**src/rtl/ebw_pkg.sv**
```systemverilog
package ebw_pkg;
  typedef enum logic [2:0] {
    ST_IDLE  = 3'd0,
    ST_SETUP = 3'd1,
    ST_STRB  = 3'd2,
    ST_RWAIT = 3'd3,
    ST_END   = 3'd4
  } ebw_state_e;

  localparam int unsigned WFW = 2;  // software wait field width
endpackage

```
**src/rtl/ebw_rdy_sync.sv**
```systemverilog
module ebw_rdy_sync (
  input  logic clk,
  input  logic rst_n,
  input  logic rdy_async,
  output logic rdy_sync
);
  logic stage1_q, stage2_q;

  // falling-edge two-stage synchronizer; resets to "ready"
  always_ff @(negedge clk or negedge rst_n) begin
    if (!rst_n) begin
      stage1_q <= 1'b1;
      stage2_q <= 1'b1;
    end else begin
      stage1_q <= rdy_async;
      stage2_q <= stage1_q;
    end
  end

  assign rdy_sync = stage2_q;
endmodule

```
**src/rtl/ebw_wait_sel.sv**
```systemverilog
module ebw_wait_sel
  import ebw_pkg::*;
#(
  parameter int unsigned NCS = 4,
  localparam int unsigned CSW = (NCS > 1) ? $clog2(NCS) : 1
) (
  input  logic [CSW-1:0]     cs_idx,
  input  logic [NCS-1:0]     cfg_nowait,
  input  logic [WFW*NCS-1:0] cfg_swait,
  output logic               wait_en,
  output logic [WFW-1:0]     wait_cnt
);
  logic [WFW-1:0] field_per_cs [NCS];
  logic [WFW-1:0] field;

  for (genvar g = 0; g < NCS; g++) begin : g_field
    assign field_per_cs[g] = cfg_swait[g*WFW +: WFW];
  end

  assign field   = field_per_cs[cs_idx];
  assign wait_en = ~cfg_nowait[cs_idx];

  // 00->1, 01->2, 10->3, 11->3 (reserved); none when waits disabled
  always_comb begin
    if (!wait_en)             wait_cnt = '0;
    else if (field == 2'b11)  wait_cnt = 2'd3;
    else                      wait_cnt = field + 2'd1;
  end
endmodule

```
**src/rtl/ebw_seq.sv**
```systemverilog
module ebw_seq
  import ebw_pkg::*;
#(
  parameter int unsigned AW  = 20,
  parameter int unsigned NCS = 4,
  localparam int unsigned CSW = (NCS > 1) ? $clog2(NCS) : 1
) (
  input  logic           clk,
  input  logic           rst_n,
  input  logic           req,
  input  logic [AW-1:0]  req_addr,
  input  logic [15:0]    req_wdata,
  input  logic           req_write,
  input  logic [1:0]     req_be,
  input  logic [CSW-1:0] req_cs,
  input  logic           sel_wait_en,
  input  logic [WFW-1:0] sel_wait_cnt,
  input  logic           rdy_s,
  input  logic [15:0]    bus_din,
  output logic [AW-1:0]  bus_addr,
  output logic [15:0]    bus_dout,
  output logic           bus_dout_oe,
  output logic [NCS-1:0] bus_cs_n,
  output logic           bus_rd_n,
  output logic           bus_wr_lo_n,
  output logic           bus_wr_hi_n,
  output logic           bus_wr_n,
  output logic           bus_bhe_n,
  output logic           bus_ale,
  output logic           done,
  output logic [15:0]    rdata
);
  ebw_state_e     state_q, state_d;
  logic [AW-1:0]  addr_q;
  logic [15:0]    wdata_q, rdata_q;
  logic           write_q, wen_q;
  logic [1:0]     be_q;
  logic [CSW-1:0] cs_q;
  logic [WFW-1:0] cnt_q, cnt_d;
  logic           accept, busy, strb_on, finish;

  assign accept  = (state_q == ST_IDLE) && req;
  assign busy    = (state_q != ST_IDLE);
  assign strb_on = (state_q == ST_STRB) || (state_q == ST_RWAIT);
  assign finish  = strb_on && (state_d == ST_END);

  // next state
  always_comb begin
    state_d = state_q;
    cnt_d   = cnt_q;
    case (state_q)
      ST_IDLE:  if (req) begin
                  state_d = ST_SETUP;
                  cnt_d   = sel_wait_cnt;
                end
      ST_SETUP: state_d = ST_STRB;
      ST_STRB:  if (cnt_q != '0)          cnt_d   = cnt_q - 1'b1;
                else if (wen_q && !rdy_s) state_d = ST_RWAIT;
                else                      state_d = ST_END;
      ST_RWAIT: if (rdy_s) state_d = ST_END;
      ST_END:   state_d = ST_IDLE;
      default:  state_d = ST_IDLE;
    endcase
  end

  // state and counter registers
  always_ff @(posedge clk or negedge rst_n) begin
    if (!rst_n) begin
      state_q <= ST_IDLE;
      cnt_q   <= '0;
    end else begin
      state_q <= state_d;
      cnt_q   <= cnt_d;
    end
  end

  // request capture, enabled on accept only
  always_ff @(posedge clk or negedge rst_n) begin
    if (!rst_n) begin
      addr_q  <= '0;
      wdata_q <= '0;
      write_q <= 1'b0;
      be_q    <= '0;
      cs_q    <= '0;
      wen_q   <= 1'b0;
    end else if (accept) begin
      addr_q  <= req_addr;
      wdata_q <= req_wdata;
      write_q <= req_write;
      be_q    <= req_be;
      cs_q    <= req_cs;
      wen_q   <= sel_wait_en;
    end
  end

  // read data capture on the strobe-release edge
  always_ff @(posedge clk or negedge rst_n) begin
    if (!rst_n)      rdata_q <= '0;
    else if (finish) rdata_q <= bus_din;
  end

  // bus outputs decoded from state and captured request
  always_comb begin
    bus_cs_n = '1;
    if (busy) bus_cs_n[cs_q] = 1'b0;
  end

  assign bus_addr    = addr_q;
  assign bus_dout    = wdata_q;
  assign bus_dout_oe = busy && write_q;
  assign bus_ale     = (state_q == ST_SETUP);
  assign bus_rd_n    = !(strb_on && !write_q);
  assign bus_wr_lo_n = !(strb_on && write_q && be_q[0]);
  assign bus_wr_hi_n = !(strb_on && write_q && be_q[1]);
  assign bus_wr_n    = bus_wr_lo_n && bus_wr_hi_n;
  assign bus_bhe_n   = !(busy && be_q[1]);
  assign done        = (state_q == ST_END);
  assign rdata       = rdata_q;

  // assertions
  a_r8_done_single: assert property (@(posedge clk) disable iff (!rst_n)
    done |=> !done);
  a_r8_done_idle_after: assert property (@(posedge clk) disable iff (!rst_n)
    done |=> (bus_cs_n == '1));
  a_r1_cs_onehot: assert property (@(posedge clk) disable iff (!rst_n)
    $onehot0(~bus_cs_n));
  a_r2_ale_no_strobe: assert property (@(posedge clk) disable iff (!rst_n)
    bus_ale |-> (bus_rd_n && bus_wr_n));
  a_r3_rd_wr_excl: assert property (@(posedge clk) disable iff (!rst_n)
    !(!bus_rd_n && !bus_wr_n));
  a_r7_frozen: assert property (@(posedge clk) disable iff (!rst_n)
    (strb_on && $past(strb_on)) |-> ($stable(bus_addr) && $stable(bus_cs_n)
      && $stable(bus_dout) && $stable(bus_rd_n) && $stable(bus_wr_n)));
  a_r5_no_rwait_without_en: assert property (@(posedge clk) disable iff (!rst_n)
    (state_q == ST_RWAIT) |-> wen_q);
  a_r9_busy_no_recapture: assert property (@(posedge clk) disable iff (!rst_n)
    (busy && $past(busy)) |-> $stable(addr_q));
endmodule

```
**src/rtl/ebw_ctrl.sv**
```systemverilog
module ebw_ctrl
  import ebw_pkg::*;
#(
  parameter int unsigned AW  = 20,
  parameter int unsigned NCS = 4,
  localparam int unsigned CSW = (NCS > 1) ? $clog2(NCS) : 1
) (
  input  logic               clk,
  input  logic               rst_n,
  input  logic               req,
  input  logic [AW-1:0]      req_addr,
  input  logic [15:0]        req_wdata,
  input  logic               req_write,
  input  logic [1:0]         req_be,
  input  logic [CSW-1:0]     req_cs,
  input  logic [NCS-1:0]     cfg_nowait,
  input  logic [WFW*NCS-1:0] cfg_swait,
  input  logic               bus_rdy,
  input  logic               bclk_off,
  input  logic [15:0]        bus_din,
  output logic [AW-1:0]      bus_addr,
  output logic [15:0]        bus_dout,
  output logic               bus_dout_oe,
  output logic [NCS-1:0]     bus_cs_n,
  output logic               bus_rd_n,
  output logic               bus_wr_lo_n,
  output logic               bus_wr_hi_n,
  output logic               bus_wr_n,
  output logic               bus_bhe_n,
  output logic               bus_ale,
  output logic               bus_clk,
  output logic               done,
  output logic [15:0]        rdata
);
  logic           rst_s1_q, rst_s2_q;
  logic           rdy_s;
  logic           sel_wait_en;
  logic [WFW-1:0] sel_wait_cnt;

  // asynchronous assert, synchronous release
  always_ff @(posedge clk or negedge rst_n) begin
    if (!rst_n) begin
      rst_s1_q <= 1'b0;
      rst_s2_q <= 1'b0;
    end else begin
      rst_s1_q <= 1'b1;
      rst_s2_q <= rst_s1_q;
    end
  end

  ebw_rdy_sync u_sync (
    .clk       (clk),
    .rst_n     (rst_s2_q),
    .rdy_async (bus_rdy),
    .rdy_sync  (rdy_s)
  );

  ebw_wait_sel #(.NCS(NCS)) u_wsel (
    .cs_idx     (req_cs),
    .cfg_nowait (cfg_nowait),
    .cfg_swait  (cfg_swait),
    .wait_en    (sel_wait_en),
    .wait_cnt   (sel_wait_cnt)
  );

  ebw_seq #(.AW(AW), .NCS(NCS)) u_seq (
    .clk          (clk),
    .rst_n        (rst_s2_q),
    .req          (req),
    .req_addr     (req_addr),
    .req_wdata    (req_wdata),
    .req_write    (req_write),
    .req_be       (req_be),
    .req_cs       (req_cs),
    .sel_wait_en  (sel_wait_en),
    .sel_wait_cnt (sel_wait_cnt),
    .rdy_s        (rdy_s),
    .bus_din      (bus_din),
    .bus_addr     (bus_addr),
    .bus_dout     (bus_dout),
    .bus_dout_oe  (bus_dout_oe),
    .bus_cs_n     (bus_cs_n),
    .bus_rd_n     (bus_rd_n),
    .bus_wr_lo_n  (bus_wr_lo_n),
    .bus_wr_hi_n  (bus_wr_hi_n),
    .bus_wr_n     (bus_wr_n),
    .bus_bhe_n    (bus_bhe_n),
    .bus_ale      (bus_ale),
    .done         (done),
    .rdata        (rdata)
  );

  // bus clock follows the core clock unless parked high
  assign bus_clk = bclk_off ? 1'b1 : clk;

  a_r10_bclk_parked: assert property (@(posedge clk) disable iff (!rst_s2_q)
    bclk_off |-> bus_clk);
endmodule

```
**config.mk**
```make
export PLATFORM = sky130hd
export DESIGN_NAME = ebw_ctrl
export DESIGN_NICKNAME = d
export VERILOG_FILES = /design/src/rtl/ebw_pkg.sv /design/src/rtl/ebw_rdy_sync.sv /design/src/rtl/ebw_wait_sel.sv /design/src/rtl/ebw_seq.sv /design/src/rtl/ebw_ctrl.sv
export SDC_FILE = /design/constraint.sdc
export NUM_CORES = 1
export LEC_CHECK = 0
export BUFFER_PORTS_ARGS = -buffer_cell sky130_fd_sc_hd__buf_4
export CAP_MARGIN = 25
export CORE_AREA = 2 2 100 102
export DETAILED_ROUTE_END_ITERATION = 10
export DIE_AREA = 0 0 102 104
export PLACE_DENSITY = 0.55
export SYNTH_ARGS = -nofsm -noshare
export SYNTH_HDL_FRONTEND = slang
export SYNTH_HIERARCHICAL = 1
export SYNTH_SLANG_ARGS = --single-unit
```
**constraint.sdc**
```tcl
create_clock -name clk -period 5 [get_ports clk]
set_clock_uncertainty 0.1 [all_clocks]
set_input_delay 0.25 -clock clk [delete_from_list [all_inputs] [get_ports clk]]
set_output_delay 0.25 -clock clk [all_outputs]
set_load 0.01 [all_outputs]
```
== Word-level counts from Yosys, hierarchy flattened ==
Cells that the tools add are included.
Storage, ports and cells
  bits in registers: 67
  input bits: 74
  output and inout port bits: 65
  word-level logic and storage cells: 72
Operators by class
  $add $sub $neg: 2
  magnitude comparators: 4
  equal/unequal tests: 8
  multiplexer cells: 19
  bitwise gates (word level): 3
  reduce and logical (&&, ||, !) cells: 23
Operators by type and width (number)
  2-bit two-way mux: 6
  3-bit two-way mux: 4
  3-bit case mux with 4 select lines: 1
  1-bit logical AND: 11
  3-bit by 2-bit equality test with 1-bit output, second input constant: 2
  3-bit equality test, second input constant: 2
  1-bit logical NOT: 6
  2-bit by 3-bit < comparator with 1-bit output, second input constant: 2
  2-bit binary-select mux with 2-bit select: 1
  4-bit two-way mux: 1
  2-bit inequality test, second input constant: 2
  4-bit inverter: 1
  2-bit case mux with 2 select lines: 1
  2-bit nonzero test: 2
  3-bit by 1-bit equality test with 1-bit output, second input constant: 1
  3-bit greater-or-equal comparator, second input constant: 1
  3-bit logical NOT: 1
  1-bit two-way mux: 3
  2-bit inverter with 3-bit output: 1
  3-bit AND reduction: 1
  3-bit nonzero test: 1
  2-bit by 1-bit adder with 2-bit output, second input constant: 1
  1-bit binary-select mux with 2-bit select: 1
  1-bit demux with 2-bit select: 1
  5 further kinds: 5

== Depth between registers and ports, before layout ==
Gate-level depths: netlist of the first run.
  depth in word-level cells: 9
  mapped depth: 6
  gate-level depth less buffers: 5

== By module ==
Netlist of the first run, hierarchy kept.
Modules (own cells, without submodules)
  ebw_seq: instances 1, cells each 171, area each 2586.2 sq um, seq. area each 1576.5 sq um
  ebw_wait_sel: instances 1, cells each 8, area each 87.6 sq um, seq. area each 0.0 sq um
  ebw_ctrl: instances 1, cells each 4, area each 60.1 sq um, seq. area each 50.0 sq um
  ebw_rdy_sync: instances 1, cells each 3, area each 56.3 sq um, seq. area each 52.6 sq um

==> flow_summary.toml, run 1 <==
[synthesis]
yosys.area.top_type_share_pct = 58.30
synth_nets = 261
ys_async_sr_fraction_pct = 100.0
synth-main-ff-cell = "dfrtp_1"
avgSynthCellArea_um2 = 15.00
ys_seq_area_share_pct = 60.18
syn_area_um2 = 2790
synth_cell_types = 32
ys_ff_latch = 67
synthTopCellsByArea = "dfrtp_1 (58%), mux2_2 (24%), mux4_2 (2.4%)"
synth_common_cells = "dfrtp_1 (65), mux2_2 (59), nor2_1 (7)"
yosysTopAreaCell = "dfrtp_1"
synth_most_common_cell = "dfrtp_1"
syn_inst = 186
synth_edf_count = 0
yosysWarnings = 6

[outcome]
status = "finished, final reports clean"

[power_and_ir_drop]
comb_power_share_pct = 43.9
netSwitchingPower_mw = 0.8982
p_total_mw = 2.828
power_switching_share_pct = 31.76
internal-power_mw = 1.930
total_leakage_power_nw = 2.236
ir_worst_vdd_mv = 0.2332
pwr_density_cell_nw_per_um2 = 587.2
seqPwrFrac_pct = 34.8
p_clk_share_pct = 21.3

[timing]
fin_ws_ns = 0.8103
relSlewSlack_pct = 57.42
fin_tns_setup_ns = 0
hold_viol = 0
finalSetupViolCount = 0
rsz0062_at_grt = "no"
slew_violations = 0
worst_pin_slew_ns = 0.6387

[die]
die_h_um = 104
die_w_um = 102
fp.dieArea_um2 = 10610
core.rowCount = 36
ios = 139
coreArea_um2 = 9549
start_util_pct = 29.22

[clock_network]
clkSlewWorstSetupHoldPaths_ns = 0.07
postCtsResizedCells = 0
postCtsSetupRepairBufs = 0
cts_tree = "yes"
clkLatencyLatePin_ns = 0.49

[global_route]
grt_pass1_wl_um = 11980
use_met3_pct = 5.040
grt_pass1_vias = 2454
grt_max_degree = 51
antenna_found_initial = 0
use_met1_pct = 16.80
grt_usage_pct = 14.83
gr-max-usage-layer = "met2"
use_met2_pct = 23.78
grt_overflow = 0

[detailed_routing]
drt_iter0_drc = 41
firstDrtPassIters = 4
vias_per_cell = 4.319
drcViolationCount = 0
vias = 2285
finalWirelength_um = 7184
wl_per_cell_um = 13.58
ant_nets = 0

[worst_setup_path]
timing.rr.start = "u_sync/rdy_sync"
path_cells = "o221a_2, mux2_2"
path_class = "reg2reg"
cp_slowest_cell = "dfstp_2"
rrSetupSlack_ns = 0.81
endpoint_kind = "register"
cp.required_ns = 5.23
cp_max_fo = 17
r2r_end = "u_seq/rdata[4]"
worst_setup_path_start_kind = "register"
critical_path.max_stage_delay_ns = 0.54
crit_arrival_ns = 4.41
reg2reg_depth = 2

[min_path]
hp-class = "in2async"

[cells_and_area]
fillerInstances = 871
drive_above_1_share_pct = 58.08
num_antenna_cells = 0
syn2layout_area_growth_pct = 72.65
fin_nets = 466

[flow_run]
maxCapViolations = 0

[placed_design]
place.gp.congestion = 0.7418
dp_hpwl_um = 4785
numPortBuffers = 138
pre_cts_slack_ns = 0.8437
[stage by stage]
step	area, um^2	hold WS, ns	util, %	instances
after floorplan	2790	-0.1456	-	186
after CTS	4817	0.03863	50.45	529
final	4817	0.05431	50.45	529
after global routing	4817	0.03346	50.45	529
after global placement	3930	-0.06563	41.16	450
after detailed placement	3958	-0.06276	41.44	451
[what timing repair did]
item | 4_1_cts | 5_1_grt
setup endpoints to repair | 0 | 0
hold buffers | 58 | 0
endpoints found under the hold margin | 59 | 0
[logic make-up after synthesis]
kind of cell	share of synthesized area (%)
adder cells (fa/ha/maj)	0.4484
flip-flops	60.18
AND/OR/NAND/NOR	6.413
multiplexers	26.23
other	0.1344
AO/OA/AOI/OAI	2.960
buffers and inverters	3.632
[final cells by class]
class                   count  area (um^2)  share of cell area (%)
repair buffers            198         1652                   34.29
clock inverters             7        88.84                   1.844
well taps                 133        166.4                   3.455
flip-flops and latches     67         1680                   34.88
inverters                   5        18.77                  0.3896
multi-input cells         104         1010                   20.96
clock buffers              15        201.4                   4.182
[worst max-delay path, delay by kind of cell, from the launching register on]
kind           cells  cell delay [ns]
multiplexers       1             0.39
AO/OA/AOI/OAI      1             0.49
flip-flops         1             0.54
[power by group through the flow]
stage	combinational [mW]	sequential, mW	clock [mW]
final	1.24	0.985	0.602
after global routing	1.34	1.03	0.654
after detailed placement	1.22	0.992	0.0152
after floorplan	0.595	1.06	0.00925
after CTS	1.25	0.985	0.630
after global placement	1.18	0.987	0.0152
[registers in the layout (all words and copies together) (netlist names)]
signal,count
u_seq/rdata,16
rst_s2_q,1
u_seq/bus_dout,16
u_seq/wen_q,1
u_sync/stage1_q,1
rst_s1_q,1
u_sync/rdy_sync,1
u_seq/cnt_q,2
u_seq/state_q,3
u_seq/cs_q,2
u_seq/be_q,2
u_seq/bus_addr,20
u_seq/write_q,1
[how the worst max path moves through the flow]
stage | from | end | slack, ns | cells after the start
after floorplan | rst_s2_q | u_sync/rdy_sync | 0.82 | 0
after global placement | u_sync/rdy_sync | u_seq/rdata[14] | 0.88 | 2
after detailed placement | u_sync/rdy_sync | u_seq/rdata[13] | 0.84 | 2
after CTS | u_sync/rdy_sync | u_seq/rdata[4] | 0.80 | 2
after global routing | u_sync/rdy_sync | u_seq/rdata[10] | 0.73 | 2
final | u_sync/rdy_sync | u_seq/rdata[4] | 0.81 | 2
[metal layers]
metal | up-vias | routed length (um)
met5 | - | 0
met4 | 0 | 192
met3 | 12 | 393
met2 | 73 | 3739
met1 | 1128 | 2859
li1 | 1072 | -
[cells in the final DEF, fill, tap and decap left out, types with 2 or more instances in the layout]
master and count:
bufinv_16 2, nand2b_1 3, nor3b_1 2, or3_1 2
nor2_1 7, nand3_1 3, nor3_1 2, mux4_2 3
dfstp_2 2, o221a_2 2, a21oi_1 3, nand2_1 3
clkbuf_8 12, inv_1 7, dfrtp_1 64, mux2_2 59
dlygate4sd3_1 58, buf_4 140
(Power assumes the default switching activity.)
==> inputs of run 2 (changes only) <==
--- a/config.mk
+++ b/config.mk
@@ -10,7 +10,7 @@
 export CORE_AREA = 2 2 100 102
 export DETAILED_ROUTE_END_ITERATION = 10
 export DIE_AREA = 0 0 102 104
-export PLACE_DENSITY = 0.55
+export PLACE_DENSITY = 0.57
 export SYNTH_ARGS = -nofsm -noshare
 export SYNTH_HDL_FRONTEND = slang
 export SYNTH_HIERARCHICAL = 1
==> constraint.sdc (replaced) <==
create_clock -name clk -period 3.6 [get_ports clk]
set_clock_uncertainty 0.1 [all_clocks]
set_input_delay 0.18 -clock clk [delete_from_list [all_inputs] [get_ports clk]]
set_output_delay 0.18 -clock clk [all_outputs]
set_load 0.01 [all_outputs]
==> flow_summary.toml, run 2 (same netlist as run 1, synthesis figures left out) <==
[cells_and_area]
num_antenna_cells = 0
syn2layout_area_growth_pct = 73.09
drive_above_1_share_pct = 58.19
regArea_um2 = 1680
multi_input_comb_area_um2 = 1010
layout_commonest_cell = "buf_4"
layout_common_cells = "buf_4 (140), dfrtp_1 (64), dlygate4sd3_1 (59), mux2_2 (59), clkbuf_8 (13)"
fin_cells = 530
fillerInstances = 853
fin_nets = 467
largest_reg_flops = 20

[detailed_routing]
vias = 2280
firstDrtPassIters = 4
wl_met3_um = 486
finalWirelength_um = 6937
highest_layer = "met4"
wl_per_cell_um = 13.09
drcViolationCount = 0
wl_met1_um = 2919
route.met2.wl_um = 3406
vias_per_cell = 4.302
drt_iter0_drc = 52
ant_nets = 0

[die]
die_w_um = 102
start_util_pct = 29.22
coreArea_um2 = 9549
die_h_um = 104
ios = 139
fp.dieArea_um2 = 10610
core.rowCount = 36

[worst_setup_path]
cp.required_ns = 3.82
r2r_end = "u_seq/rdata[7]"
crit_start = "u_sync/rdy_sync"
path_buf_inv = 1
rrSetupSlack_ns = 0.28
cp_max_fo = 17
worst_setup_path_start_kind = "register"
critical_path.max_stage_delay_ns = 0.53
path_delay_family = "flip-flops"
path_class = "reg2reg"
timing.rr.start = "u_sync/rdy_sync"
cp_slowest_cell = "dfstp_2"
path_cells = "o221a_2, buf_12, mux2_2"
reg2reg_depth = 3
crit_arrival_ns = 3.54
endpoint_kind = "register"

[power_and_ir_drop]
ir_worst_vdd_mv = 0.3596
pwr_density_cell_nw_per_um2 = 811.4
total_leakage_power_nw = 2.242

[global_route]
antenna_found_initial = 0
grt_pass1_vias = 2385
grt_max_degree = 64
grt_overflow = 0
grt_pass1_wl_um = 11450
grt_usage_pct = 13.80

[flow_run]
maxCapViolations = 0

[placed_design]
numPortBuffers = 138
dp_hpwl_um = 4528
dp.cells = 451
place.gp.congestion = 0.7307

[min_path]
hold_path.startpoint = "req"
whs_endpoint = "u_seq/cnt_q[1]"
whs_path_depth = 4
hp-class = "in2reg"

[clock_network]
clkSlewWorstSetupHoldPaths_ns = 0.07
cts_tree = "yes"
clkLatencyLatePin_ns = 0.48
postCtsSetupRepairBufs = 0

[timing]
relSlewSlack_pct = 46.26
hold_viol = 0
finalSetupViolCount = 0
worst_pin_slew_ns = 0.8061
rsz0062_at_grt = "no"
fin_tns_setup_ns = 0
slew_violations = 0

[outcome]
status = "finished, final reports clean"
-- run 2: changes by cell type in the layout (fill, tap and decap cells not counted), sizes merged --
cell	before	now
clkinv	1	2
inv	8	7
dlygate4sd3	58	59
-- run 2: worst register-to-register path, cell delays in order, from the launching register on --
cell	delay [ns]
dfstp_2	0.53
o221a_2	0.22
buf_12	0.16
mux2_2	0.35
-- run 2: area by class of cell --
type / instances / share of cell area, %
Multi-Input combinational cell: 104 / 20.91
Inverter: 5 / 0.3886
Clock inverter: 7 / 1.839
Tap cell: 133 / 3.446
Sequential cell: 67 / 34.79
Clock buffer: 15 / 4.378
Timing Repair Buffer: 199 / 34.25
-- run 2: what timing repair did --
action / CTS / global route
hold buffers: 59 / 0
endpoints found under the setup margin: 0 / 0
hold endpoints to repair: 59 / 0
gates resized for setup: 0 / 0
-- run 2: how the worst max path moves through the flow --
stage / depth (start not counted) / to
after floorplan: 0 / u_sync/rdy_sync
after global placement: 3 / u_seq/rdata[1]
after detailed placement: 3 / u_seq/rdata[4]
after CTS: 3 / u_seq/rdata[12]
after global routing: 3 / u_seq/rdata[7]
final: 3 / u_seq/rdata[7]
-- run 2: power by group --
part           total (mW)  leakage [nW]  switching, mW  internal (mW)
logic                1.70          1.29          0.668           1.03
clock network       0.853         0.159          0.319          0.534
registers            1.36         0.788          0.239           1.12
-- run 2: per-stage QoR --
stage          utilization, %  total power, mW  worst slack [ns]  hold WS, ns  cell area (um^2)
2_1_floorplan               -            2.310            0.1166      -0.2156              2790
3_3_place_gp            41.37            3.035            0.3519      -0.1360              3950
3_5_place_dp            41.37            3.077            0.3305      -0.1356              3950
4_1_cts                 50.58            3.989            0.2804      0.03192              4830
5_1_grt                 50.58            4.207            0.2444      0.06625              4830
6_report                50.58            3.919            0.2802      0.05628              4830
-- run 2: per-layer routing --
layer	track usage, %	vias to the layer above
li1	-	1078
met1	16.36	1106
met2	22.27	85
met3	4.234	11
met4	7.048	0
met5	0	-
==> inputs of run 3 (changes only) <==
--- a/config.mk
+++ b/config.mk
@@ -6,11 +6,11 @@
 export NUM_CORES = 1
 export LEC_CHECK = 0
 export BUFFER_PORTS_ARGS = -buffer_cell sky130_fd_sc_hd__buf_4
-export CAP_MARGIN = 25
+export CAP_MARGIN = 30
 export CORE_AREA = 2 2 100 102
 export DETAILED_ROUTE_END_ITERATION = 10
 export DIE_AREA = 0 0 102 104
-export PLACE_DENSITY = 0.57
+export MAX_ROUTING_LAYER = met4
 export SYNTH_ARGS = -nofsm -noshare
 export SYNTH_HDL_FRONTEND = slang
 export SYNTH_HIERARCHICAL = 1
==> flow_summary.toml, run 3 (same netlist as run 1, synthesis figures left out) <==
[placed_design]
numPortBuffers = 138
place_area_um2 = 3950
dp_hpwl_um = 4629
place.gp.congestion = 0.7239
dp.cells = 451

[timing]
relSlewSlack_pct = 46.99
finalSetupViolCount = 0
worst_pin_slew_ns = 0.7925
holdWs_ns = 0.01972
slew_violations = 0
hold_viol = 0
rsz0062_at_grt = "no"
fin_tns_setup_ns = 0

[global_route]
grt_overflow = 0
grt_usage_pct = 14.45
antenna_found_initial = 0
grt_pass1_vias = 2363
grt_max_degree = 39
grt_pass1_wl_um = 11400

[worst_setup_path]
critical_path.max_stage_delay_ns = 0.53
cp_max_fo = 17
cp.required_ns = 3.83
endpoint_kind = "register"
crit_arrival_ns = 3.68
cp_slowest_cell = "dfstp_2"
path_cells = "o221a_2, mux2_2"
path_class = "reg2reg"
worst_setup_path_start_kind = "register"
reg2reg_depth = 2

[detailed_routing]
firstDrtPassIters = 4
vias_per_cell = 4.249
drcViolationCount = 0
finalWirelength_um = 7078
ant_nets = 0
vias = 2252
drt_iter0_drc = 55
wl_per_cell_um = 13.35

[power_and_ir_drop]
netSwitchingPower_mw = 1.231
power_switching_share_pct = 31.03
p_clk_share_pct = 22.8
comb_power_share_pct = 42.7
total_leakage_power_nw = 2.246
seqPwrFrac_pct = 34.5
ir_worst_vdd_mv = 0.3833
pwr_density_cell_nw_per_um2 = 819.3
internal-power_mw = 2.736

[clock_network]
clkLatencyLatePin_ns = 0.49
cts_tree = "yes"
postCtsResizedCells = 0
clkSlewWorstSetupHoldPaths_ns = 0.07

[min_path]
whs_path_depth = 3
hp-class = "in2reg"

[cells_and_area]
layout_common_cells = "buf_4 (140), dfrtp_1 (64), dlygate4sd3_1 (59), mux2_2 (59), clkbuf_8 (12)"
fin_cells = 530
fin_area_um2 = 4842
fin_nets = 467
num_antenna_cells = 0
largest_reg_flops = 20
drive_above_1_share_pct = 57.93
layout_commonest_cell = "buf_4"
syn2layout_area_growth_pct = 73.54

[flow_run]
maxCapViolations = 0

[die]
fp.dieArea_um2 = 10610
ios = 139
core.rowCount = 36
die_w_um = 102
coreArea_um2 = 9549
start_util_pct = 29.22
die_h_um = 104

[outcome]
status = "finished, final reports clean"
run 3: cell count changes in the layout (fill, tap and decap cells not counted):
cell        delta
clkinvlp_4     -1
clkinv_1       +1
clkinvlp_2     +1
bufinv_16      +1
clkinv_2       -1
clkbuf_8       -1
run 3: through the flow:
stage,total power [mW],worst slack (ns),util [%]
after floorplan,2.310,0.1166,-
after global placement,3.033,0.1983,41.37
after detailed placement,3.069,0.1586,41.37
after CTS,4.031,0.1068,50.71
after global routing,4.247,0.04562,50.71
final,3.967,0.1438,50.71
run 3: critical path, delay by kind of cell, from the launching register on:
family | cells | cell delay (ns)
multiplexers | 1 | 0.39
flip-flops | 1 | 0.53
AO/OA/AOI/OAI | 1 | 0.46
run 3: area by class of cell:
type | count | area, um^2
clock inverter | 8 | 115.1
fill | 870 | 4707
multi-input combinational | 104 | 1010
inverter | 5 | 18.77
tap | 133 | 166.4
timing repair buffer | 199 | 1654
clock buffer | 14 | 197.7
sequential | 67 | 1680
run 3: power by group through the flow:
| stage | sequential, mW | combinational (mW) | clock [mW] |
|---|---|---|---|
| after CTS | 1.37 | 1.72 | 0.942 |
| after detailed placement | 1.38 | 1.67 | 0.0211 |
| final | 1.37 | 1.69 | 0.905 |
| after global placement | 1.37 | 1.65 | 0.0211 |
| after global routing | 1.42 | 1.84 | 0.985 |
| after floorplan | 1.47 | 0.827 | 0.0128 |
run 3: metal layers:
layer | up-vias | track usage (%) | share of wire, % | routed length (um)
met5 | - | - | 0 | 0
met3 | 11 | 4.099 | 5.4 | 381
met4 | 0 | 5.905 | 1.6 | 116
li1 | 1072 | - | - | -
met2 | 80 | 23.40 | 51 | 3641
met1 | 1089 | 16.74 | 42 | 2938
run 3: worst paths after layout:
kind / endpoint / startpoint / slack (ns)
max: u_seq/rdata[12] / u_sync/rdy_sync / 0.14
min: u_seq/cnt_q[0] / req / 0.02
max reg2reg: u_seq/rdata[12] / u_sync/rdy_sync / 0.14
min reg2reg: u_seq/state_q[2] / rst_s2_q / 0.22
max in group asynchronous: u_sync/rdy_sync / rst_s2_q / 1.48
min in group asynchronous: u_seq/state_q[2] / rst_s2_q / 0.22
run 3: what timing repair did:
item	in CTS	in global routing
buffers inserted	0	0
endpoints found under the setup margin	0	0
hold buffers	59	0
endpoints found under the hold margin	59	0
